`config.mk`:
```
export PLATFORM = sky130hd
export DESIGN_NAME = mesi_line_ctrl
export DESIGN_NICKNAME = d
export VERILOG_FILES = /design/src/rtl/mesi_pkg.sv /design/src/rtl/mesi_tag_array.sv /design/src/rtl/mesi_snoop.sv /design/src/rtl/mesi_line_ctrl.sv
export SDC_FILE = /design/constraint.sdc
export NUM_CORES = 1
export LEC_CHECK = 0
export BUFFER_PORTS_ARGS = -buffer_cell sky130_fd_sc_hd__buf_2
export CAP_MARGIN = 20
export CORE_MARGIN = 2
export CORE_UTILIZATION = 63
export DETAILED_ROUTE_END_ITERATION = 10
export PLACE_DENSITY = 0.94
export SETUP_SLACK_MARGIN = 0.5
export SYNTH_ARGS = -nofsm -noshare
export SYNTH_HDL_FRONTEND = slang
export SYNTH_SLANG_ARGS = --single-unit
export TNS_END_PERCENT = 100
```
`constraint.sdc`:
```
create_clock -name clk -period 9.06 [get_ports clk]
set_clock_uncertainty 0.15 [all_clocks]
set_input_delay 1.359 -clock clk [delete_from_list [all_inputs] [get_ports clk]]
set_output_delay 1.359 -clock clk [all_outputs]
set_load 0.1 [all_outputs]
```
`src/rtl/mesi_pkg.sv`:
```
package mesi_pkg;

  typedef enum logic [1:0] {
    LS_I = 2'd0,
    LS_S = 2'd1,
    LS_E = 2'd2,
    LS_M = 2'd3
  } line_st_t;

  typedef enum logic [1:0] {
    BC_READ = 2'd0,
    BC_RFO  = 2'd1,
    BC_INV  = 2'd2,
    BC_WB   = 2'd3
  } bus_cmd_t;

  typedef enum logic [2:0] {
    K_FILL_R,
    K_FILL_W,
    K_UPG,
    K_EVICT,
    K_PUSH
  } op_kind_t;

  typedef enum logic [1:0] {
    F_IDLE,
    F_BUS,
    F_DONE
  } fsm_t;

  // State a valid local copy moves to when another cache's command hits it.
  // A dirty copy hit by a reader stays dirty until the push-out completes.
  function automatic line_st_t snoop_next(line_st_t cur, bus_cmd_t cmd);
    line_st_t nxt;
    nxt = cur;
    case (cmd)
      BC_READ: if (cur == LS_E) nxt = LS_S;
      BC_RFO:  if (cur != LS_M) nxt = LS_I;
      BC_INV:  nxt = LS_I;
      default: nxt = cur;
    endcase
    return nxt;
  endfunction

  function automatic logic snoop_wants_retry(line_st_t cur, bus_cmd_t cmd);
    return (cur == LS_M) && ((cmd == BC_READ) || (cmd == BC_RFO));
  endfunction

  function automatic line_st_t fill_state(logic others_hold);
    return others_hold ? LS_S : LS_E;
  endfunction

endpackage

```
`src/rtl/mesi_tag_array.sv`:
```
module mesi_tag_array
  import mesi_pkg::*;
#(
  parameter int ADDR_W = 8,
  parameter int IDX_W  = 2,
  localparam int TAG_W  = ADDR_W - IDX_W,
  localparam int NLINES = 1 << IDX_W
) (
  input  logic                             clk,
  input  logic                             rst_n,
  input  logic                             loc_we,
  input  logic                             loc_tag_we,
  input  logic [IDX_W-1:0]                 loc_idx,
  input  logic [TAG_W-1:0]                 loc_tag,
  input  line_st_t                         loc_st,
  input  logic                             snp_we,
  input  logic [IDX_W-1:0]                 snp_idx,
  input  line_st_t                         snp_st,
  output logic [NLINES-1:0][1:0]           st_q,
  output logic [NLINES-1:0][TAG_W-1:0]     tag_q
);

  // Local writes win over a snoop update to the same line; the controller
  // avoids every local write that could lose coherence information.
  always_ff @(posedge clk) begin
    if (!rst_n) begin
      for (int i = 0; i < NLINES; i++) begin
        st_q[i]  <= LS_I;
        tag_q[i] <= '0;
      end
    end else begin
      for (int i = 0; i < NLINES; i++) begin
        if (loc_we && (loc_idx == IDX_W'(i))) begin
          st_q[i] <= loc_st;
          if (loc_tag_we) tag_q[i] <= loc_tag;
        end else if (snp_we && (snp_idx == IDX_W'(i))) begin
          st_q[i] <= snp_st;
        end
      end
    end
  end

endmodule

```
`src/rtl/mesi_snoop.sv`:
```
module mesi_snoop
  import mesi_pkg::*;
#(
  parameter int ADDR_W = 8,
  parameter int IDX_W  = 2,
  localparam int TAG_W  = ADDR_W - IDX_W,
  localparam int NLINES = 1 << IDX_W
) (
  input  logic                         snp_valid,
  input  bus_cmd_t                     snp_cmd,
  input  logic [ADDR_W-1:0]            snp_addr,
  input  logic [NLINES-1:0][1:0]       st_q,
  input  logic [NLINES-1:0][TAG_W-1:0] tag_q,
  output logic                         s_hit,
  output logic [IDX_W-1:0]             s_idx,
  output logic                         s_we,
  output line_st_t                     s_nst,
  output logic                         s_retry
);

  logic [TAG_W-1:0] s_tag;
  line_st_t         s_cur;

  assign s_idx   = snp_addr[IDX_W-1:0];
  assign s_tag   = snp_addr[ADDR_W-1:IDX_W];
  assign s_cur   = line_st_t'(st_q[s_idx]);
  assign s_hit   = snp_valid && (s_cur != LS_I) && (tag_q[s_idx] == s_tag);
  assign s_nst   = snoop_next(s_cur, snp_cmd);
  assign s_we    = s_hit && (s_nst != s_cur);
  assign s_retry = s_hit && snoop_wants_retry(s_cur, snp_cmd);

endmodule

```
`src/rtl/mesi_line_ctrl.sv`:
```
module mesi_line_ctrl
  import mesi_pkg::*;
#(
  parameter int ADDR_W = 8,
  parameter int IDX_W  = 2
) (
  input  logic              clk,
  input  logic              rst_n,
  input  logic              cpu_req_valid,
  input  logic              cpu_req_write,
  input  logic [ADDR_W-1:0] cpu_req_addr,
  output logic              cpu_done,
  output logic              bus_req_valid,
  output logic [1:0]        bus_req_cmd,
  output logic [ADDR_W-1:0] bus_req_addr,
  input  logic              bus_ack,
  input  logic              bus_shared_in,
  input  logic              bus_retry_in,
  input  logic              snp_valid,
  input  logic [1:0]        snp_cmd,
  input  logic [ADDR_W-1:0] snp_addr,
  output logic              snp_shared,
  output logic              snp_retry
);

  localparam int TAG_W  = ADDR_W - IDX_W;
  localparam int NLINES = 1 << IDX_W;

  logic [NLINES-1:0][1:0]       st_q;
  logic [NLINES-1:0][TAG_W-1:0] tag_q;

  // named internal events
  logic             loc_we, loc_tag_we;
  logic [IDX_W-1:0] loc_idx;
  logic [TAG_W-1:0] loc_tag;
  line_st_t         loc_st;
  logic             s_hit, s_we, s_retry;
  logic [IDX_W-1:0] s_idx;
  line_st_t         s_nst;
  bus_cmd_t         s_cmd;
  logic             collide, pend_clr;

  fsm_t              fsm_q, fsm_d;
  op_kind_t          kind_q, kind_d;
  bus_cmd_t          cmd_q, cmd_d;
  logic [ADDR_W-1:0] addr_q, addr_d;
  logic              pend_v_q, pend_inv_q;
  logic [IDX_W-1:0]  pend_idx_q;

  logic [IDX_W-1:0] cpu_idx, op_idx;
  logic [TAG_W-1:0] cpu_tag, op_tag;
  line_st_t         cur_st, op_st, pend_st;
  logic             cur_hit;

  assign s_cmd   = bus_cmd_t'(snp_cmd);
  assign cpu_idx = cpu_req_addr[IDX_W-1:0];
  assign cpu_tag = cpu_req_addr[ADDR_W-1:IDX_W];
  assign op_idx  = addr_q[IDX_W-1:0];
  assign op_tag  = addr_q[ADDR_W-1:IDX_W];
  assign cur_st  = line_st_t'(st_q[cpu_idx]);
  assign op_st   = line_st_t'(st_q[op_idx]);
  assign pend_st = line_st_t'(st_q[pend_idx_q]);
  assign cur_hit = (cur_st != LS_I) && (tag_q[cpu_idx] == cpu_tag);
  assign collide = s_hit && (s_idx == cpu_idx);

  mesi_tag_array #(.ADDR_W(ADDR_W), .IDX_W(IDX_W)) u_tags (
    .clk        (clk),
    .rst_n      (rst_n),
    .loc_we     (loc_we),
    .loc_tag_we (loc_tag_we),
    .loc_idx    (loc_idx),
    .loc_tag    (loc_tag),
    .loc_st     (loc_st),
    .snp_we     (s_we),
    .snp_idx    (s_idx),
    .snp_st     (s_nst),
    .st_q       (st_q),
    .tag_q      (tag_q)
  );

  mesi_snoop #(.ADDR_W(ADDR_W), .IDX_W(IDX_W)) u_snoop (
    .snp_valid (snp_valid),
    .snp_cmd   (s_cmd),
    .snp_addr  (snp_addr),
    .st_q      (st_q),
    .tag_q     (tag_q),
    .s_hit     (s_hit),
    .s_idx     (s_idx),
    .s_we      (s_we),
    .s_nst     (s_nst),
    .s_retry   (s_retry)
  );

  assign snp_shared    = s_hit;
  assign snp_retry     = s_retry;
  assign bus_req_valid = (fsm_q == F_BUS);
  assign bus_req_cmd   = cmd_q;
  assign bus_req_addr  = addr_q;
  assign cpu_done      = (fsm_q == F_DONE);

  always_comb begin
    fsm_d      = fsm_q;
    kind_d     = kind_q;
    cmd_d      = cmd_q;
    addr_d     = addr_q;
    loc_we     = 1'b0;
    loc_tag_we = 1'b0;
    loc_idx    = cpu_idx;
    loc_tag    = cpu_tag;
    loc_st     = LS_I;
    pend_clr   = 1'b0;
    case (fsm_q)
      F_IDLE: begin
        if (pend_v_q) begin
          // push-out has priority over any local request
          if (pend_st == LS_M) begin
            fsm_d  = F_BUS;
            kind_d = K_PUSH;
            cmd_d  = BC_WB;
            addr_d = {tag_q[pend_idx_q], pend_idx_q};
          end else begin
            pend_clr = 1'b1;
          end
        end else if (cpu_req_valid && !collide) begin
          if (cur_hit) begin
            if (!cpu_req_write || (cur_st == LS_M)) begin
              fsm_d = F_DONE;
            end else if (cur_st == LS_E) begin
              loc_we = 1'b1;
              loc_st = LS_M;
              fsm_d  = F_DONE;
            end else begin
              fsm_d  = F_BUS;
              kind_d = K_UPG;
              cmd_d  = BC_INV;
              addr_d = cpu_req_addr;
            end
          end else if (cur_st == LS_M) begin
            fsm_d  = F_BUS;
            kind_d = K_EVICT;
            cmd_d  = BC_WB;
            addr_d = {tag_q[cpu_idx], cpu_idx};
          end else begin
            fsm_d  = F_BUS;
            kind_d = cpu_req_write ? K_FILL_W : K_FILL_R;
            cmd_d  = cpu_req_write ? BC_RFO : BC_READ;
            addr_d = cpu_req_addr;
          end
        end
      end
      F_BUS: begin
        if (bus_ack) begin
          loc_idx = op_idx;
          loc_tag = op_tag;
          if (bus_retry_in) begin
            fsm_d = F_IDLE;
          end else begin
            case (kind_q)
              K_PUSH: begin
                loc_we   = 1'b1;
                loc_st   = pend_inv_q ? LS_I : LS_S;
                pend_clr = 1'b1;
                fsm_d    = F_IDLE;
              end
              K_EVICT: begin
                loc_we = 1'b1;
                loc_st = LS_I;
                fsm_d  = F_IDLE;
              end
              K_FILL_R: begin
                loc_we     = 1'b1;
                loc_tag_we = 1'b1;
                loc_st     = fill_state(bus_shared_in);
                fsm_d      = F_DONE;
              end
              K_FILL_W: begin
                loc_we     = 1'b1;
                loc_tag_we = 1'b1;
                loc_st     = LS_M;
                fsm_d      = F_DONE;
              end
              default: begin
                // upgrade completes only if the copy survived every snoop
                if ((op_st == LS_S) && !(s_hit && (s_idx == op_idx))) begin
                  loc_we = 1'b1;
                  loc_st = LS_M;
                  fsm_d  = F_DONE;
                end else begin
                  fsm_d = F_IDLE;
                end
              end
            endcase
          end
        end
      end
      default: fsm_d = F_IDLE;
    endcase
  end

  always_ff @(posedge clk) begin
    if (!rst_n) begin
      fsm_q  <= F_IDLE;
      kind_q <= K_FILL_R;
      cmd_q  <= BC_READ;
      addr_q <= '0;
    end else begin
      fsm_q  <= fsm_d;
      kind_q <= kind_d;
      cmd_q  <= cmd_d;
      addr_q <= addr_d;
    end
  end

  always_ff @(posedge clk) begin
    if (!rst_n) begin
      pend_v_q   <= 1'b0;
      pend_inv_q <= 1'b0;
      pend_idx_q <= '0;
    end else begin
      if (pend_clr) pend_v_q <= 1'b0;
      if (s_retry && (!pend_v_q || pend_clr)) begin
        pend_v_q   <= 1'b1;
        pend_idx_q <= s_idx;
        pend_inv_q <= (s_cmd == BC_RFO);
      end
    end
  end

  // an outstanding command is held unchanged until acknowledged
  a_r11_req_held: assert property (@(posedge clk) disable iff (!rst_n)
    (bus_req_valid && !bus_ack) |=> (bus_req_valid && $stable(bus_req_addr) && $stable(bus_req_cmd)));

  // an invalidate is only outstanding for a Shared line or one a snoop has killed
  a_r3_inv_on_shared: assert property (@(posedge clk) disable iff (!rst_n)
    (bus_req_valid && (bus_req_cmd == BC_INV)) |-> ((op_st == LS_S) || (op_st == LS_I)));

  // never fetch into a slot that still holds dirty data
  a_r6_no_fill_over_dirty: assert property (@(posedge clk) disable iff (!rst_n)
    (bus_req_valid && ((bus_req_cmd == BC_READ) || (bus_req_cmd == BC_RFO))) |-> (op_st != LS_M));

  // an accepted read fill leaves the line Exclusive or Shared
  a_r2_fill_clean: assert property (@(posedge clk) disable iff (!rst_n)
    (bus_req_valid && bus_ack && !bus_retry_in && (kind_q == K_FILL_R))
    |=> ((st_q[$past(op_idx)] == LS_S) || (st_q[$past(op_idx)] == LS_E)));

  // a snooped invalidate hitting a copy leaves it Invalid
  a_r7_snoop_kill: assert property (@(posedge clk) disable iff (!rst_n)
    (s_hit && (s_cmd == BC_INV) && !(loc_we && (loc_idx == s_idx)))
    |=> (st_q[$past(s_idx)] == LS_I));

  // a retry answered while no push-out waits books one
  a_r9_retry_books_pushout: assert property (@(posedge clk) disable iff (!rst_n)
    (snp_retry && !pend_v_q) |=> pend_v_q);

  // completion is a single-cycle pulse
  a_r4_done_pulse: assert property (@(posedge clk) disable iff (!rst_n)
    cpu_done |=> !cpu_done);

endmodule

```
==> out/qor.txt <==
Clk pwr share - 33.2%
Synth Net Count - 398
global-route wire length before repair - 15.0 mm
Via density - 6.87
routability congestion estimate - 1.02
post-synth cell types - 56
top cell type's share of synthesized area - 29.1%
Max clock buf depth - 2
sequential fraction of design power - 47.5%
grt total ovfl - 0
Logic pwr share - 19.3%
Worst slew margin - 33.7%
maximum VDD drop - 0.0787 mV
share of layout cells above drive strength 1 - 20.3%
final instance area - 3770 um2
Post-synth EDFFs - 0
drc violations - 0
final setup fails - 0
n_diodes - 0
vias in the first global route - 3032
height of the die - 78.6 um
ys flop type - dfxtp_1
Lkg Pwr - 1.74 nW
Netlist Area Pre-Place - 3510 um2
Post-Route WL - 9.26 mm
largest net degree at the start of global routing - 59
Clock Sink Count - 51
Post-DP Area - 3660 um2
Avg Cell Area, Syn - 9.42 um2
Starting Density - 64.5%
chip width - 78.6 um
global routing met3 resource utilization - 6.32%
full die area - 6180 um2
Hold Vio Cnt, Final - 0
Fmax - 178 MHz
area leader, netlist - dfxtp_1
top-count cell post-synth - nand2_1
hold_buf cts - 0
setup tns final - 0 ps
clock latency on the worst-skew pair - 330 ps
Layout Nets - 415
P&R area growth vs syn - 7.67%
Final WS setup - 3450 ps
htree depth - 2
CP Capture Type - primary output
# IOs - 40
Pint - 343 uW
DRT iter0 DRCs - 428
Root Buffer - clkbuf_8
CP Class - in -> out
RSZ-0062 raised after global routing - false
initial antenna violation count - 0
outcome - complete, no violations
Worst-path clk slew - 100 ps
post-place setup slack - 3600 ps
Slew Limit Fails - 0
worst hold path class - reg -> reg
Async SR Flop Fraction - 0%
PortBufs - 39
yosys warns - 0
GRT Total Usage - 31.6%
Setup Fix Bufs, Post-CTS - 0
met2 usage - 52.1%
via count - 3173
post-synthesis sequential area ratio - 29.1%
Worst-Margin Slew - 995 ps
sw frac - 31.5%
CP required - 7550 ps
pwr dens - 132 nW/um2
post-route clock period utilization - 61.9%
ANT nets after route - 0
CP startpoint kind - primary input
CP Data Arrival Time - 4100 ps
NetSw - 157 uW
max-cap viol count - 0
Synth area leaders - dfxtp_1 (29%), mux4_2 (10%), o211a_1 (8.3%), nand2_1 (5.8%), mux2i_1 (5.4%)
Core Rows - 27
CP Max Fanout - 17
M1 GR Usage - 40.5%
drt wl/cell - 20.0 um
Post-DP HPWL - 6.69 mm
Num CTS Buffers - 5
CTS tree - done
Seq cells post-synth - 51
Synth Instances - 372
CTS-repair resized insts - 0
crit path time final - 5610 ps
Core ar. - 5440 um2
GRT Max-Usage Layer - met2
total power - 500 uW
Min Hold Slack - 316 ps
top cells by count, synth - nand2_1 (54), dfxtp_1 (51), o211a_1 (29)
drt pass-1 iters - 8
cell families after synthesis:
group	share of synthesized area [%]
and+or+nand+nor	17.3
xor gates and xnor gates	4.64
muxes	23.4
AOI/OAI and AO/OA	20.5
buffers and inverters	5.07
DFF	29.1
worst max-delay path, cell delays in order:
cell     delay [ps]
buf_2           360
mux4_2          590
xnor2_1         260
nand2_1         140
nor3_1          590
nor3b_2         330
buf_2           460
sequential cells by signal, indices dropped and copies added (netlist names):
name	cells
bus_req_addr	8
bus_req_cmd	2
fsm_q	2
kind_q	3
pend_idx_q	2
pend_inv_q	1
pend_v_q	1
u_tags.st_q	8
u_tags.tag_q	24
cell usage in the layout, fill, tap and decap left out, drive strengths merged, types with 2 or more instances in the layout:
cell type,count
o211ai,4
clkbuf,6
inv,11
nor3b,2
and3,4
o31ai,2
nand2b,8
nand3b,3
o22ai,3
nor2b,9
mux2,10
a31oi,4
o211a,29
nand3,5
xor2,2
o2111ai,6
xnor2,14
nand4,3
mux4,22
nand2,54
o21a,4
o21ai,25
buf,40
dfxtp,51
mux2i,19
nor2,19
a21boi,2
a21oi,7
nor4,2
nor3,5
or2,2
metal layers:
| layer | vias to the layer above | share of wire, % | routed length [um] |
|---|---|---|---|
| met2 | 191 | 47 | 4370 |
| met3 | 38 | 9.7 | 896 |
| met5 | - | 0 | 0 |
| met1 | 1522 | 40 | 3670 |
| met4 | 0 | 3.5 | 321 |
| li1 | 1422 | - | - |
per-stage QoR:
stage | std cells | utilization (%)
after detailed placement | 454 | 67.4
after CTS | 462 | 69.4
after floorplan | 372 | -
final | 462 | 69.4
after global placement | 454 | 67.4
after global routing | 462 | 69.4
power by group through the flow:
stage          logic, mW  clock network, mW  registers (mW)
2_1_floorplan     0.0529                  0           0.263
3_3_place_gp      0.0923                  0           0.242
3_5_place_dp      0.0945                  0           0.243
4_1_cts           0.0950              0.165           0.237
5_1_grt            0.102              0.175           0.239
6_report          0.0964              0.166           0.238
final cells by class:
cell class / count / area [um2]
repair buffers: 40 / 203
inverters: 10 / 37.5
clock inverters: 2 / 38.8
flip-flops and latches: 51 / 1020
clock buffers: 6 / 72.6
fillers: 400 / 1660
multi-input cells: 281 / 2310
well taps: 72 / 90.1
path summary, 6_finish.rpt:
path	startpoint	endpoint	slack (ps)	cells past startpoint
setup / recovery	snp_addr[0]	snp_retry	3450	7
hold / removal	bus_req_addr[5]$_SDFFE_PN0P_	bus_req_addr[5]$_SDFFE_PN0P_	320	2
setup reg to reg	u_tags.tag_q[12]$_SDFFE_PN0P_	u_tags.st_q[5]$_SDFFE_PN0P_	5980	7
hold reg to reg	bus_req_addr[5]$_SDFFE_PN0P_	bus_req_addr[5]$_SDFFE_PN0P_	320	2
Note: power is estimated with default switching activity, not from simulation.
